`config.mk`:
```
export PLATFORM = sky130hd
export DESIGN_NAME = flash_cmd_ctrl
export DESIGN_NICKNAME = d
export VERILOG_FILES = /design/src/rtl/flash_cmd_pkg.sv /design/src/rtl/fcc_regs.sv /design/src/rtl/fcc_unlock.sv /design/src/rtl/fcc_stall_timer.sv /design/src/rtl/flash_cmd_ctrl.sv
export SDC_FILE = /design/constraint.sdc
export NUM_CORES = 1
export LEC_CHECK = 0
export ABC_AREA = 1
export BUFFER_PORTS_ARGS = -buffer_cell sky130_fd_sc_hd__buf_2
export CAP_MARGIN = 30
export CORE_MARGIN = 8
export CORE_UTILIZATION = 32
export CTS_CLUSTER_SIZE = 10
export DETAILED_ROUTE_END_ITERATION = 6
export PLACE_DENSITY = 0.55
export SLEW_MARGIN = 10
export SYNTH_ARGS = -nofsm -noshare
export SYNTH_HDL_FRONTEND = slang
export SYNTH_SLANG_ARGS = --single-unit
```
`constraint.sdc`:
```
create_clock -name clk_i -period 2.5 [get_ports clk_i]
set_input_delay 0 -clock clk_i [delete_from_list [all_inputs] [get_ports clk_i]]
set_output_delay 0 -clock clk_i [all_outputs]
set_load 0.005 [all_outputs]
```
`src/rtl/flash_cmd_pkg.sv`:
```
package flash_cmd_pkg;
  localparam int unsigned DATA_W = 8;
  localparam int unsigned ADDR_W = 2 * DATA_W;
  localparam int unsigned SEL_W  = 3;
  localparam int unsigned WAIT_W = 3;
  localparam int unsigned MODE_W = 3;
  localparam int unsigned CNT_W  = 16;

  typedef enum logic [1:0] {
    OP_NONE  = 2'b00,
    OP_READ  = 2'b01,
    OP_PROG  = 2'b10,
    OP_ERASE = 2'b11
  } flash_op_e;

  typedef enum logic [SEL_W-1:0] {
    SEL_CTRL    = 3'd0,
    SEL_MODE    = 3'd1,
    SEL_ADDR_HI = 3'd2,
    SEL_ADDR_LO = 3'd3,
    SEL_CMD     = 3'd4
  } reg_sel_e;

  typedef enum logic {
    UL_IDLE  = 1'b0,
    UL_ARMED = 1'b1
  } unlock_state_e;

  localparam logic [DATA_W-1:0] KEY_FIRST  = 8'h46;
  localparam logic [DATA_W-1:0] KEY_SECOND = 8'hB9;
  localparam logic [DATA_W-1:0] DEV_ID_HI  = 8'hF1;
  localparam logic [DATA_W-1:0] DEV_ID_LO  = 8'h10;

  function automatic flash_op_e decode_op(input logic [MODE_W-1:0] mode);
    case (mode)
      3'b011:  return OP_ERASE;
      3'b010:  return OP_PROG;
      default: return OP_READ;
    endcase
  endfunction

  // rows 1xx fall back to the slowest-clock row
  function automatic logic [CNT_W-1:0] hold_len(input flash_op_e op, input logic [WAIT_W-1:0] w);
    logic [1:0] row;
    row = w[2] ? 2'd0 : w[1:0];
    case (op)
      OP_ERASE: case (row)
        2'd0: return 16'd43769;
        2'd1: return 16'd21885;
        2'd2: return 16'd10942;
        default: return 16'd5471;
      endcase
      OP_PROG: case (row)
        2'd0: return 16'd240;
        2'd1: return 16'd120;
        2'd2: return 16'd60;
        default: return 16'd30;
      endcase
      default: case (row)
        2'd0: return 16'd43;
        2'd1: return 16'd22;
        2'd2: return 16'd11;
        default: return 16'd6;
      endcase
    endcase
  endfunction
endpackage

```
`src/rtl/fcc_regs.sv`:
```
module fcc_regs
  import flash_cmd_pkg::*;
(
  input  logic              clk_i,
  input  logic              rst_ni,
  input  logic              wr_i,
  input  logic [SEL_W-1:0]  sel_i,
  input  logic [DATA_W-1:0] wdata_i,
  output logic              isp_en_o,
  output logic              boot_sel_o,
  output logic [WAIT_W-1:0] wait_o,
  output logic [MODE_W-1:0] mode_o,
  output logic [ADDR_W-1:0] addr_o,
  output logic              sw_rst_o,
  output logic [DATA_W-1:0] rdata_o
);
  logic              isp_en_q, boot_sel_q, swrst_q;
  logic [WAIT_W-1:0] wait_q;
  logic [MODE_W-1:0] mode_q;
  logic [DATA_W-1:0] hi_q, lo_q;
  logic              ctrl_wr;

  assign ctrl_wr = wr_i && (sel_i == SEL_CTRL) && !swrst_q;

  // power-up domain only
  always_ff @(posedge clk_i or negedge rst_ni) begin
    if (!rst_ni) begin
      isp_en_q   <= 1'b0;
      boot_sel_q <= 1'b0;
    end else if (ctrl_wr) begin
      isp_en_q   <= wdata_i[7];
      boot_sel_q <= wdata_i[6];
    end
  end

  // cleared by either reset
  always_ff @(posedge clk_i or negedge rst_ni) begin
    if (!rst_ni) begin
      swrst_q <= 1'b0;
      wait_q  <= '0;
      mode_q  <= '0;
      hi_q    <= '0;
      lo_q    <= '0;
    end else if (swrst_q) begin
      swrst_q <= 1'b0;
      wait_q  <= '0;
      mode_q  <= '0;
      hi_q    <= '0;
      lo_q    <= '0;
    end else if (wr_i) begin
      case (sel_i)
        SEL_CTRL: begin
          swrst_q <= wdata_i[5];
          wait_q  <= wdata_i[WAIT_W-1:0];
        end
        SEL_MODE:    mode_q <= wdata_i[MODE_W-1:0];
        SEL_ADDR_HI: hi_q   <= wdata_i;
        SEL_ADDR_LO: lo_q   <= wdata_i;
        default: ;
      endcase
    end
  end

  always_comb begin
    case (sel_i)
      SEL_CTRL:    rdata_o = {isp_en_q, boot_sel_q, 1'b0, 2'b00, wait_q};
      SEL_MODE:    rdata_o = {{(DATA_W-MODE_W){1'b0}}, mode_q};
      SEL_ADDR_HI: rdata_o = hi_q;
      SEL_ADDR_LO: rdata_o = lo_q;
      SEL_CMD:     rdata_o = lo_q[0] ? DEV_ID_LO : DEV_ID_HI;
      default:     rdata_o = '0;
    endcase
  end

  assign isp_en_o   = isp_en_q;
  assign boot_sel_o = boot_sel_q;
  assign wait_o     = wait_q;
  assign mode_o     = mode_q;
  assign addr_o     = {hi_q, lo_q};
  assign sw_rst_o   = swrst_q;


  swrst_pulse_chk: assert property (@(posedge clk_i) disable iff (!rst_ni)
    swrst_q |=> !swrst_q);

  sticky_bits_chk: assert property (@(posedge clk_i) disable iff (!rst_ni)
    swrst_q |=> ($stable(isp_en_q) && $stable(boot_sel_q)));

  soft_clear_chk: assert property (@(posedge clk_i) disable iff (!rst_ni)
    swrst_q |=> (mode_q == '0 && hi_q == '0 && lo_q == '0 && wait_q == '0));
endmodule

```
`src/rtl/fcc_unlock.sv`:
```
module fcc_unlock
  import flash_cmd_pkg::*;
(
  input  logic              clk_i,
  input  logic              rst_ni,
  input  logic              clr_i,
  input  logic              en_i,
  input  logic              wr_i,
  input  logic [DATA_W-1:0] data_i,
  output logic              launch_o
);
  unlock_state_e state_q;

  always_ff @(posedge clk_i or negedge rst_ni) begin
    if (!rst_ni)               state_q <= UL_IDLE;
    else if (clr_i)            state_q <= UL_IDLE;
    else if (wr_i && en_i)     state_q <= (data_i == KEY_FIRST) ? UL_ARMED : UL_IDLE;
  end

  assign launch_o = wr_i && en_i && (state_q == UL_ARMED) && (data_i == KEY_SECOND);


  locked_hold_chk: assert property (@(posedge clk_i) disable iff (!rst_ni)
    (wr_i && !en_i && !clr_i) |=> $stable(state_q));

  arm_chk: assert property (@(posedge clk_i) disable iff (!rst_ni)
    (wr_i && en_i && !clr_i && data_i == KEY_FIRST) |=> (state_q == UL_ARMED));
endmodule

```
`src/rtl/fcc_stall_timer.sv`:
```
module fcc_stall_timer
  import flash_cmd_pkg::*;
#(
  parameter int unsigned MC_DIV = 1
) (
  input  logic              clk_i,
  input  logic              rst_ni,
  input  logic              launch_i,
  input  flash_op_e         op_i,
  input  logic [WAIT_W-1:0] wait_i,
  input  logic [ADDR_W-1:0] addr_i,
  output logic              busy_o,
  output logic              strobe_o,
  output logic [1:0]        op_o,
  output logic [ADDR_W-1:0] addr_o
);
  logic             busy_q, stb_q, tick;
  logic [CNT_W-1:0] cnt_q;
  flash_op_e        op_q;
  logic [ADDR_W-1:0] addr_q;

  generate
    if (MC_DIV <= 1) begin : g_direct
      assign tick = 1'b1;
    end else begin : g_presc
      localparam int unsigned PRE_W = $clog2(MC_DIV);
      localparam logic [PRE_W-1:0] PRE_LAST = PRE_W'(MC_DIV - 1);
      logic [PRE_W-1:0] pre_q;
      always_ff @(posedge clk_i or negedge rst_ni) begin
        if (!rst_ni)                  pre_q <= '0;
        else if (launch_i || !busy_q) pre_q <= '0;
        else if (pre_q == PRE_LAST)   pre_q <= '0;
        else                          pre_q <= pre_q + 1'b1;
      end
      assign tick = (pre_q == PRE_LAST);
    end
  endgenerate

  always_ff @(posedge clk_i or negedge rst_ni) begin
    if (!rst_ni) begin
      busy_q <= 1'b0;
      stb_q  <= 1'b0;
      cnt_q  <= '0;
      op_q   <= OP_NONE;
      addr_q <= '0;
    end else begin
      stb_q <= launch_i;
      if (launch_i) begin
        busy_q <= 1'b1;
        cnt_q  <= hold_len(op_i, wait_i) - 1'b1;
        op_q   <= op_i;
        addr_q <= addr_i;
      end else if (busy_q && tick) begin
        if (cnt_q == '0) busy_q <= 1'b0;
        else             cnt_q  <= cnt_q - 1'b1;
      end
    end
  end

  assign busy_o   = busy_q;
  assign strobe_o = stb_q;
  assign op_o     = op_q;
  assign addr_o   = addr_q;


  strobe_on_rise_chk: assert property (@(posedge clk_i) disable iff (!rst_ni)
    $rose(busy_q) |-> stb_q);

  strobe_single_chk: assert property (@(posedge clk_i) disable iff (!rst_ni)
    stb_q |=> !stb_q);

  hold_span_chk: assert property (@(posedge clk_i) disable iff (!rst_ni)
    (busy_q && cnt_q != '0) |=> busy_q);

  release_chk: assert property (@(posedge clk_i) disable iff (!rst_ni)
    (busy_q && cnt_q == '0 && tick && !launch_i) |=> !busy_q);
endmodule

```
`src/rtl/flash_cmd_ctrl.sv`:
```
module flash_cmd_ctrl
  import flash_cmd_pkg::*;
#(
  parameter int unsigned MC_DIV = 1
) (
  input  logic        clk_i,
  input  logic        rst_ni,
  input  logic        sfr_wr_i,
  input  logic [2:0]  sfr_sel_i,
  input  logic [7:0]  sfr_wdata_i,
  output logic [7:0]  sfr_rdata_o,
  output logic        cpu_hold_o,
  output logic        flash_stb_o,
  output logic [1:0]  flash_op_o,
  output logic [15:0] flash_addr_o,
  output logic        sw_rst_o,
  output logic        boot_sel_o
);
  logic              busy, sw_rst, isp_en, accept, cmd_wr, launch;
  logic [WAIT_W-1:0] wait_sel;
  logic [MODE_W-1:0] mode;
  logic [ADDR_W-1:0] addr;

  // held CPU and reset pulse cycle drop bus writes
  assign accept = sfr_wr_i && !busy && !sw_rst;
  assign cmd_wr = accept && (sfr_sel_i == SEL_CMD);

  fcc_regs u_regs (
    .clk_i      (clk_i),
    .rst_ni     (rst_ni),
    .wr_i       (accept),
    .sel_i      (sfr_sel_i),
    .wdata_i    (sfr_wdata_i),
    .isp_en_o   (isp_en),
    .boot_sel_o (boot_sel_o),
    .wait_o     (wait_sel),
    .mode_o     (mode),
    .addr_o     (addr),
    .sw_rst_o   (sw_rst),
    .rdata_o    (sfr_rdata_o)
  );

  fcc_unlock u_unlock (
    .clk_i    (clk_i),
    .rst_ni   (rst_ni),
    .clr_i    (sw_rst),
    .en_i     (isp_en),
    .wr_i     (cmd_wr),
    .data_i   (sfr_wdata_i),
    .launch_o (launch)
  );

  fcc_stall_timer #(.MC_DIV(MC_DIV)) u_timer (
    .clk_i    (clk_i),
    .rst_ni   (rst_ni),
    .launch_i (launch),
    .op_i     (decode_op(mode)),
    .wait_i   (wait_sel),
    .addr_i   (addr),
    .busy_o   (busy),
    .strobe_o (flash_stb_o),
    .op_o     (flash_op_o),
    .addr_o   (flash_addr_o)
  );

  assign cpu_hold_o = busy;
  assign sw_rst_o   = sw_rst;


  launch_origin_chk: assert property (@(posedge clk_i) disable iff (!rst_ni)
    $rose(busy) |-> $past(cmd_wr && sfr_wdata_i == KEY_SECOND && isp_en));

  busy_write_drop_chk: assert property (@(posedge clk_i) disable iff (!rst_ni)
    (busy && sfr_wr_i) |=> ($stable(mode) && $stable(addr)));

  no_relaunch_chk: assert property (@(posedge clk_i) disable iff (!rst_ni)
    busy |-> !launch);
endmodule

```
# Yosys cells after proc, flatten, opt, wreduce, memory -nomap -nowiden
# Cells that the tools add are included.
dict set report totals {
  register_bits 62
  word_cells 86
  in_bits 14
}
dict set report classes {
  n_eq_ne 13
  n_addsub 2
  n_mux 33
  reduce_logical 25
}
# cell n
set ops {}
lappend ops {{16-bit 2-to-1 mux} 4}
lappend ops {{8-bit 2-to-1 mux} 7}
lappend ops {{16-bit one-hot mux with 3 select lines} 1}
lappend ops {{8-bit one-hot mux with 5 select lines} 1}
lappend ops {{16-bit one-hot mux with 2 select lines} 1}
lappend ops {{16-bit by 1-bit subtractor with 16-bit output (second input constant)} 2}
lappend ops {{8-bit one-hot mux with 3 select lines} 1}
lappend ops {{3-bit 2-to-1 mux} 6}
lappend ops {{6-bit one-hot mux with 3 select lines} 1}
lappend ops {{16-bit zero test} 1}
lappend ops {{2-bit nonzero test} 7}
lappend ops {{3-bit by 2-bit == test with 1-bit output (second input constant)} 4}
lappend ops {{2-bit AND reduction} 5}
lappend ops {{1-bit 2-to-1 mux} 9}
lappend ops {{8-bit by 7-bit == test with 1-bit output (second input constant)} 1}
lappend ops {{8-bit == test (second input constant)} 1}
lappend ops {{1-bit logical AND} 8}
lappend ops {{2-bit == test (second input constant)} 3}
lappend ops {{2-bit one-hot mux with 2 select lines} 1}
lappend ops {{3-bit by 1-bit == test with 1-bit output (second input constant)} 1}
lappend ops {{3-bit == test (second input constant)} 1}
lappend ops {{3-bit zero test} 1}
lappend ops {{2-bit by 1-bit == test with 1-bit output (second input constant)} 1}
lappend ops {{1-bit zero test} 2}
lappend ops {{other kinds (3)} 3}

# Longest topological paths before layout
# Gate-level depths: netlist of run 1.
dict set report logic_depth {
  depth_word 10
  mapped_depth 20
  ltp_nobuf 18
}

# Cells and area by module
# Synthesis of run 1 repeated with hierarchy kept, for this count alone.
dict set report unflattened {
  cells_unflattened 516
  area_unflattened_um2 3594.7
}
# mod cells_per_inst area_per_inst_um2 instances
set by_module_without_submodules {}
lappend by_module_without_submodules {fcc_stall_timer 312 2152.1 1}
lappend by_module_without_submodules {fcc_regs 169 1271.2 1}
lappend by_module_without_submodules {fcc_unlock 24 123.9 1}
lappend by_module_without_submodules {flash_cmd_ctrl 11 47.5 1}

# Worst setup path after synthesis of run 1
# OpenSTA, ideal clock, no wires.
dict set report synth_path {
  path_kind {register to register}
  start {reg u_regs.swrst_q (netlist: u_regs.sw_rst_o)}
  end {reg u_timer.cnt_q[14]}
  stages_incl_launch_ff 19
  path_buffers 1
  t_arrival_ps 2026
  setup_ps 117
  setup_slack_ps 357
  period_less_slack_ps 2143
  cell_sequence {dfrtp_1 -> buf_6 -> clkinv_4 -> nand2_2 -> nor2_4 -> nand2_4 -> inv_2 -> nand2_2 -> nor2_1 -> nand2_1 -> o21ai_1 -> ha_1 -> nand3_1 -> nor2_4 -> nand2_2 -> nor2_2 -> nand3_1 -> nand3_1 -> nand2_1}
}
dict set report synth_between {
  elab_chain_cells 8
  elab_cells_between_ends 10
  classes_between {1 x eq/ne; 1 x mux; 8 x reduce/logical}
}
# item line
set synth_lines {}
lappend synth_lines {{from (decl)} fcc_regs.sv:17} ;# logic isp_en_q, boot_sel_q, swrst_q;
lappend synth_lines {{from (signal assigned)} fcc_regs.sv:53} ;# swrst_q <= wdata_i[5];
lappend synth_lines {{1-bit zero test (*)} flash_cmd_ctrl.sv:25} ;# assign accept = sfr_wr_i && !busy && !sw_rst;
lappend synth_lines {{1-bit logical AND (*)} flash_cmd_ctrl.sv:25}
lappend synth_lines {{1-bit logical AND (*)} flash_cmd_ctrl.sv:26} ;# assign cmd_wr = accept && (sfr_sel_i == SEL_CMD);
lappend synth_lines {{1-bit logical AND (*) (3 in series)} fcc_unlock.sv:20} ;# assign launch_o = wr_i && en_i && (state_q == UL_ARMED) && (data_i == KEY_SECOND);
lappend synth_lines {{2-bit by 1-bit inequality test with 1-bit output (no source line) or 2-bit nonzero test (tied branches)} n/a}
lappend synth_lines {{2-bit AND reduction (no source line)} n/a}
lappend synth_lines {{to (signal assigned)} fcc_stall_timer.sv:50} ;# cnt_q <= hold_len(op_i, wait_i) - 1'b1;
lappend synth_lines {{to (signal assigned)} fcc_stall_timer.sv:55} ;# else cnt_q <= cnt_q - 1'b1;
lappend synth_lines {{to (decl)} fcc_stall_timer.sv:18} ;# logic [CNT_W-1:0] cnt_q;
# Mark *: on every way between the ends. The rest lies on a longest branch, timed or not.
# A chain may end at the register's enable or synchronous reset.

# Worst setup path after layout of run 1
dict set report layout_path {
  start {reg u_timer.busy_q (netlist: u_timer.busy_o)}
  end {reg u_timer.cnt_q[14]}
}
dict set report layout_between {
  elab_chain_cells 9
  elab_cells_between_ends 11
  classes_between {1 x eq/ne; 1 x mux; 9 x reduce/logical}
}
# item line
set layout_lines {}
lappend layout_lines {{from (decl)} fcc_stall_timer.sv:17} ;# logic busy_q, stb_q, tick;
lappend layout_lines {{from (signal assigned)} fcc_stall_timer.sv:41} ;# busy_q <= 1'b0;
lappend layout_lines {{from (signal assigned)} fcc_stall_timer.sv:49} ;# busy_q <= 1'b1;
lappend layout_lines {{from (signal assigned)} fcc_stall_timer.sv:54} ;# if (cnt_q == '0) busy_q <= 1'b0;
lappend layout_lines {{1-bit zero test} flash_cmd_ctrl.sv:25}
lappend layout_lines {{1-bit logical AND (2 in series)} flash_cmd_ctrl.sv:25}
lappend layout_lines {{1-bit logical AND} flash_cmd_ctrl.sv:26}
lappend layout_lines {{1-bit logical AND (3 in series)} fcc_unlock.sv:20}
lappend layout_lines {{2-bit by 1-bit inequality test with 1-bit output (no source line) or 2-bit nonzero test (tied branches)} n/a}
lappend layout_lines {{2-bit AND reduction (no source line)} n/a}
# Several ways; a longest one is shown, not always the timed one.

==> results of run 1 <==
==> report_power, final <==
part	switching [mW]	total (mW)	leakage (nW)	internal [mW]
logic	0.0871	0.128	1.29	0.0414
clock network	0.420	1.03	0.109	0.611
registers	0.00476	1.02	0.804	1.01
total	0.512	2.18	2.20	1.67
==> Yosys cell counts <==
cell	number
nand2_1	154
o2111ai_1	2
o21ai_0	55
ha_1	1
o21bai_1	1
nand4_1	6
o21ai_1	5
buf_1	1
dfrtp_1	62
nand3_1	20
a21oi_1	9
nand2_2	12
buf_6	3
nor2_4	6
nor2_1	44
clkbuf_1	3
buf_2	4
nor3_1	4
o221ai_1	3
xor2_1	1
inv_1	61
nand2_4	5
nor4_1	5
clkinv_4	1
inv_2	8
a31oi_1	3
a221oi_1	1
o41ai_1	1
nor2_2	7
o22ai_1	3
==> worst paths after layout <==
check	from	end
worst max-delay path	u_timer.busy_o	u_timer.cnt_q[14]
worst min-delay path	sfr_wdata_i[1]	u_unlock.state_q
worst max register to register	u_timer.busy_o	u_timer.cnt_q[14]
worst min register to register	u_timer.addr_o[4]	u_timer.addr_o[4]
max in group asynchronous	rst_ni	u_timer.cnt_q[2]
min in group asynchronous	rst_ni	u_timer.addr_o[5]
==> area by class of cell <==
cell class,count,area (sq um),area share
Sequential cell,62,1550,0.365
Tap cell,140,175,0.0412
Clock inverter,3,67.6,0.0159
Inverter,70,268,0.0631
Multi-Input combinational cell,348,1670,0.393
Clock buffer,12,155,0.0365
Timing Repair Buffer,59,360,0.0849
==> metal layers <==
metal  vias to the layer above  share of wire  routed length, microns  track usage
li1                       1677              -                       -            -
met1                      1548           0.49                    4850        0.195
met2                       102           0.43                    4290        0.208
met3                         9          0.061                     609       0.0344
met4                         0          0.015                     151       0.0484
met5                         -              0                       0            0
==> worst min-delay path, cell delays in order <==
cell	delay, ns
buf_2	0.13
nand4_1	0.11
o21ai_0	0.09
==> flip-flops by register name, summed over array words and instances, names as in the netlist, 2 cells and up <==
signal and flops:
u_regs.mode_o 3, u_regs.wait_o 3, u_regs.lo_q 8, u_timer.cnt_q 16, u_timer.addr_o 16, u_timer.op_o 2
u_regs.hi_q 8
==> cells by family (layout without fill, tap and decap cells) <==
logic type	Yosys count	after routing
AOI/OAI and AO/OA	83	83
DFF	62	62
and+or+nand+nor	263	263
adders and majority gates	1	1
xor gates and xnor gates	1	1
buffers and inverters	81	144
==> repair_timing <==
action / in CTS / in global routing
resized for setup: 0 / 6
endpoints found under the hold margin: 35 / 0
buffers inserted: 0 / 2
endpoints found under the setup margin: 0 / 3
hold buffers: 5 / 0
==> impl_metrics.toml, run 1 <==
[run_status]
status = "finished, final reports clean"

[clock_network]
numCtsBuffers = 9
cts_tree = "done"
path_clk_slew_ns = 0.08
cts.sinks = 62
htree_levels = 3
clk_latency_ns = 0.35
root_buffer = "clkbuf_8"
clk_path_buf_depth = 2

[logic_synthesis]
synth-compound-area-share = 0.128
synth_cell_types = 30
ys_top_cells_by_area = "dfrtp_1 44%, nand2_1 16%, o21ai_0 7.8%"
syn_inst = 491
synthMuxAreaShare = 0
ys_ff_latch = 62
synth_area_sq_mm = 0.00354
synth_nets = 506
yosys.area.top_type_share = 0.439
synth_top_family_by_area = "simple AND/OR/NAND/NOR gates"
synth_xor_area_frac = 0.00248
synth_fa_ha_area_frac = 0.00354
yosysWarningCount = 0
synthSimpleGateAreaFrac = 0.332
avgSynthCellArea_sq_um = 7.20
seq_area_frac_synth = 0.439
synth_top_area_cell = "dfrtp_1"

[final_layout]
nets = 565
final_cell_mix = "154 x nand2_1, 62 x dfrtp_1, 61 x inv_1"
fin_area_sq_mm = 0.00425
final_layout_size_suffix_gt1_frac = 0.200
fill_cells = 1154
final_common_cell = "nand2_1"
fin_util = 0.393
stdcell_count = 694
diodes = 0
areaGrowthSynthToFinish_pct = 20.1

[global_routing]
globalRouteTotalUtil = 0.141
grt.overflow.total = 0
grt_max_degree = 44
antenna_found_initial = 0
first_global_vias = 3184
grt_pass1_wl_mm = 16.3

[placed_design]
post_dp_cell_area_sq_mm = 0.00394
dp.cells = 672
pre_cts_ws_ns = 0.204
gp_congestion = 0.904
portBuffers = 43
post-dp-hpwl_mm = 7.43

[floorplan]
ioPinCount = 44
chipHeight_microns = 121
die_w_microns = 121
fp-row-count = 38
die_area_sq_mm = 0.0147
fp.coreArea_sq_mm = 0.0108
initial_core_util = 0.328

[worst_setup_path]
end_kind = "register"
crit_path_top_delay_cell = "dfrtp_1"
cp-start-kind = "register"
worst_r2r_path_depth = 18
critPathTopFamily = "simple AND/OR/NAND/NOR gates"
cp_num_buf_inv = 4
cp.depth = 18
crit_chain = "inv_2 -> nand2_4 -> nor2_4 -> nand2_4 -> inv_2 -> nand2_2 -> buf_4 -> nand2_2 -> nand2_2 -> inv_1 -> ha_2 -> nand3_1 -> nor2_4 -> nand2_2 -> nor2_4 -> nand3_1 -> nand3_1 -> nand2_1"
required_ns = 2.74
path_common_cell = "nand2_2"
cp_max_fo = 6
critPathKind = "reg2reg"
rrSetupSlack_ns = 0.23
max_stage_delay_ns = 0.41
cp.arrival_ns = 2.51

[timing]
drv_slew = 0
setup_viol = 0
max_freq_mhz = 440
rsz0062_at_grt = "no"
worst_hold_slack_ns = 0.0333
clock_skew_ns = 0.0114
tns_ns = 0
slew_headroom = 0.451
period_share = 0.909
finalHoldViolCount = 0
tightest_slew_ns = 0.824
period_needed_ns = 2.27
setup_ws_ns = 0.228

[drt]
dr_total_vias = 3336
via_per_inst = 4.81
ant_nets = 0
drc = 0
avgRoutedWirePerCell_microns = 14.3
routed_wl_mm = 9.91
drt_iter0_drc = 267
firstDrtPassIters = 5

[pwr]
cellPowerDensity_mw_per_mm2 = 513
cellLeakagePower_nw = 2.20
peakVddDrop_mv = 0.187
power.total_mw = 2.18

[flow_run]
maxCapViolCount = 0

[worst_hold_path]
hold_path.class = "in2reg"
hold_path_depth = 3
(Power assumes the default switching activity.)
==> inputs of run 2 (changes only) <==
--- a/config.mk
+++ b/config.mk
@@ -12,6 +12,7 @@
 export CORE_UTILIZATION = 32
 export CTS_CLUSTER_SIZE = 10
 export DETAILED_ROUTE_END_ITERATION = 6
+export MAX_ROUTING_LAYER = met4
 export PLACE_DENSITY = 0.55
 export SLEW_MARGIN = 10
 export SYNTH_ARGS = -nofsm -noshare
==> impl_metrics.toml, run 2 (synthesis results as in run 1) <==
[global_routing]
first_global_vias = 3229
grt_max_degree = 44
grt.overflow.total = 0
globalRouteTotalUtil = 0.148
antenna_found_initial = 0
grt_pass1_wl_mm = 16.7

[drt]
drt_iter0_drc = 230
avgRoutedWirePerCell_microns = 14.2
firstDrtPassIters = 7
dr_total_vias = 3320
drc = 0
via_per_inst = 4.77
routed_wl_mm = 9.88
ant_nets = 0

[worst_setup_path]
max_stage_delay_ns = 0.40
critPathTopFamily = "simple AND/OR/NAND/NOR gates"
required_ns = 2.74
end_kind = "register"
cp-start-kind = "register"
cp_max_fo = 6
crit_path_top_delay_cell = "dfrtp_1"
cp.arrival_ns = 2.52
critPathKind = "reg2reg"
cp_num_buf_inv = 5
crit_chain = "inv_2 -> nand2_2 -> nor2_4 -> nand2_4 -> inv_2 -> nand2_2 -> buf_4 -> nand2_2 -> nand2_2 -> inv_1 -> ha_2 -> nand3_1 -> nor2_4 -> buf_4 -> nand3_1 -> nand2_1 -> nand2_1 -> nand2_1 -> nand2_1"

[timing]
tightest_slew_ns = 0.783
slew_headroom = 0.478
setup_ws_ns = 0.221
finalHoldViolCount = 0
period_needed_ns = 2.28
rsz0062_at_grt = "no"
drv_slew = 0
setup_viol = 0
worst_hold_slack_ns = 0.0564
tns_ns = 0
clock_skew_ns = 0.00936
max_freq_mhz = 439
period_share = 0.912

[final_layout]
seq_area_sq_mm = 0.00155
final_layout_size_suffix_gt1_frac = 0.201
final_cell_mix = "154 x nand2_1, 62 x dfrtp_1, 61 x inv_1"
areaGrowthSynthToFinish_pct = 19.7
diodes = 0
nets = 566
fill_cells = 1113
final_common_cell = "nand2_1"
multi_input_area_sq_mm = 0.00166

[clock_network]
cts.sinks = 62
clk_latency_ns = 0.35
path_clk_slew_ns = 0.08
htree_levels = 3
cts_tree = "done"
clk_path_buf_depth = 2
numCtsBuffers = 9
root_buffer = "clkbuf_8"

[placed_design]
post-dp-hpwl_mm = 7.57
pre_cts_ws_ns = 0.207
gp_congestion = 0.906
portBuffers = 43

[floorplan]
fp-row-count = 38
die_w_microns = 121
initial_core_util = 0.328
die_area_sq_mm = 0.0147
chipHeight_microns = 121
ioPinCount = 44
fp.coreArea_sq_mm = 0.0108

[pwr]
cellLeakagePower_nw = 2.19
peakVddDrop_mv = 0.212
cellPowerDensity_mw_per_mm2 = 504

[flow_run]
maxCapViolCount = 0

[run_status]
status = "finished, final reports clean"

[worst_hold_path]
hold_path.class = "in2reg"
run 2: worst min-delay path, cell delays in order:
cell and delay, ns:
buf_2 0.12, inv_1 0.05, nor2_1 0.06, nand2_1 0.06
o21ai_0 0.07
run 2: timing repair:
action                                  4_1_cts  5_1_grt
resized for setup                             0        4
buffers inserted                              0        1
hold endpoints to repair                     37        0
endpoints found under the setup margin        0        3
hold buffers                                  6        0
run 2: power breakdown:
part | internal, mW | switching, mW | leakage (nW)
combinational | 0.0403 | 0.0858 | 1.27
sequential | 1.01 | 0.00484 | 0.804
clock | 0.564 | 0.424 | 0.114
run 2: worst paths after layout:
check                                        from                 to  slack, ns  depth (start not counted)
worst min register to register  u_timer.addr_o[4]  u_timer.addr_o[4]       0.48                          2
min in group asynchronous                  rst_ni  u_timer.addr_o[6]       0.27                          2
max in group asynchronous                  rst_ni   u_timer.cnt_q[4]       1.51                          3
worst min-delay path               sfr_wdata_i[4]     u_regs.hi_q[4]       0.06                          5
worst max-delay path               u_timer.busy_o  u_timer.cnt_q[12]       0.22                         19
worst max register to register     u_timer.busy_o  u_timer.cnt_q[12]       0.22                         19
run 2: final cells by class:
type / instances / area share
Multi-Input combinational cell: 348 / 0.392
Clock buffer: 9 / 0.0293
Timing Repair Buffer: 60 / 0.0845
Sequential cell: 62 / 0.366
Inverter: 70 / 0.0632
Clock inverter: 7 / 0.0228
Tap cell: 140 / 0.0414
run 2: layer usage:
layer  wire [microns]  GRT usage
met4              136     0.0445
met3              489     0.0302
met1             4870      0.202
met2             4380      0.213
met5                0          -
run 2: per-stage QoR:
stage	util	total power [mW]	instance area (sq um)	cells
2_1_floorplan	-	1.09	3540	491
3_3_place_gp	0.364	1.16	3930	673
3_5_place_dp	0.364	1.16	3930	673
4_1_cts	0.390	2.17	4210	695
5_1_grt	0.392	2.24	4230	696
6_report	0.392	2.13	4230	696
==> inputs of run 3 (changes only) <==
==> constraint.sdc (replaced) <==
create_clock -name clk_i -period 2.55 [get_ports clk_i]
set_input_delay 0 -clock clk_i [delete_from_list [all_inputs] [get_ports clk_i]]
set_output_delay 0 -clock clk_i [all_outputs]
set_load 0.005 [all_outputs]
==> impl_metrics.toml, run 3 (synthesis results as in run 1) <==
[run_status]
status = "finished, final reports clean"

[floorplan]
die_area_sq_mm = 0.0147
die_w_microns = 121
chipHeight_microns = 121
initial_core_util = 0.328
ioPinCount = 44
fp-row-count = 38
fp.coreArea_sq_mm = 0.0108

[drt]
drc = 0
avgRoutedWirePerCell_microns = 14.0
ant_nets = 0
via_per_inst = 4.77
drt_iter0_drc = 205
firstDrtPassIters = 4
routed_wl_mm = 9.69
dr_total_vias = 3307

[worst_setup_path]
end_kind = "register"
crit_path_top_delay_cell = "dfrtp_1"
reg2reg_from = "u_timer.busy_o"
crit_chain = "inv_2 -> nand2_2 -> nor2_4 -> nand2_4 -> inv_2 -> nand2_2 -> buf_4 -> nand2_2 -> nand2_2 -> inv_1 -> ha_2 -> nand3_1 -> nor2_4 -> nand2_2 -> o21ai_0 -> nand2_1 -> nand2_1 -> nand2_1"
path_common_cell = "nand2_2"
startpoint = "u_timer.busy_o"
cp-start-kind = "register"
max_stage_delay_ns = 0.39
worst_r2r_path_depth = 18
cp_max_fo = 6
required_ns = 2.78
cp.arrival_ns = 2.53
critPathKind = "reg2reg"

[final_layout]
fill_cells = 1122
final_cell_mix = "154 x nand2_1, 62 x dfrtp_1, 61 x inv_1"
multi_input_area_sq_mm = 0.00166
diodes = 0
final_layout_size_suffix_gt1_frac = 0.199
seq_area_sq_mm = 0.00155
nets = 565
areaGrowthSynthToFinish_pct = 18.3
final_common_cell = "nand2_1"

[timing]
period_needed_ns = 2.29
finalHoldViolCount = 0
rsz0062_at_grt = "no"
max_freq_mhz = 436
setup_ws_ns = 0.258
setup_viol = 0
period_share = 0.899
tns_ns = 0
tightest_slew_ns = 0.781
clock_skew_ns = 0.0108
slew_headroom = 0.479
drv_slew = 0

[clock_network]
cts.sinks = 62
numCtsBuffers = 9
clk_path_buf_depth = 2
clk_latency_ns = 0.35
htree_levels = 3
cts_tree = "done"
path_clk_slew_ns = 0.07
root_buffer = "clkbuf_8"

[pwr]
peakVddDrop_mv = 0.187
cellPowerDensity_mw_per_mm2 = 457
cellLeakagePower_nw = 2.16

[placed_design]
gp_congestion = 0.906
portBuffers = 43
post-dp-hpwl_mm = 7.56
pre_cts_ws_ns = 0.202

[global_routing]
grt_max_degree = 44
grt_pass1_wl_mm = 16.6
antenna_found_initial = 0
first_global_vias = 3302
globalRouteTotalUtil = 0.146
grt.overflow.total = 0

[worst_hold_path]
hold_path_depth = 5
hold_path.class = "in2reg"
min_from = "sfr_wdata_i[4]"

[flow_run]
maxCapViolCount = 0
run 3: where the power goes:
group	total (mW)	internal (mW)	leakage, nW	switching, mW
sequential	0.999	0.994	0.804	0.00460
clock	0.791	0.399	0.0845	0.392
combinational	0.122	0.0386	1.27	0.0837
run 3: timing repair:
action	in CTS	in global routing
setup buffers	0	1
hold buffers	6	0
gates resized for setup	0	5
endpoints found under the hold margin	37	0
endpoints found under the setup margin	0	2
run 3: stage by stage:
| step | util | hold WS [ns] | instance area [sq um] | instances | power, mW |
|---|---|---|---|---|---|
| finish | 0.388 | 0.0775 | 4180 | 694 | 1.91 |
| global placement | 0.364 | 0.128 | 3930 | 672 | 1.14 |
| detailed placement | 0.364 | 0.119 | 3930 | 672 | 1.14 |
| global route | 0.388 | 0.0895 | 4180 | 694 | 2.01 |
| floorplan | - | -0.296 | 3540 | 491 | 1.07 |
| CTS | 0.385 | 0.0570 | 4160 | 693 | 1.94 |
run 3: final cells by class:
| class | count | area share |
|---|---|---|
| multi-input combinational | 348 | 0.398 |
| clock inverter | 3 | 0.00478 |
| tap | 140 | 0.0419 |
| clock buffer | 12 | 0.0371 |
| sequential | 62 | 0.371 |
| inverter | 70 | 0.0640 |
| timing repair buffer | 59 | 0.0837 |
run 3: routing by layer:
layer  vias to the layer above  GRT usage  wire [microns]
met1                      1531      0.194            4840
met2                        90      0.218            4320
met4                         0     0.0625              95
met5                         -          -               0
li1                       1678          -               -
met3                         8     0.0209             435
run 3: worst max-delay path: cells and delay by family (launching register included):
family	cells	cell delay, ns
AO/OA/AOI/OAI	1	0.15
adder cells (fa/ha/maj)	1	0.19
buffers and inverters	4	0.37
flip-flops	1	0.39
AND/OR/NAND/NOR	12	1.09
run 3: path summary, 6_finish.rpt:
| kind | to | slack, ns |
|---|---|---|
| min in group asynchronous | u_timer.addr_o[5] | 0.28 |
| max | u_timer.cnt_q[10] | 0.26 |
| max reg2reg | u_timer.cnt_q[10] | 0.26 |
| min reg2reg | u_timer.op_o[0] | 0.48 |
| max in group asynchronous | u_timer.cnt_q[4] | 1.55 |
| min | u_regs.lo_q[4] | 0.08 |
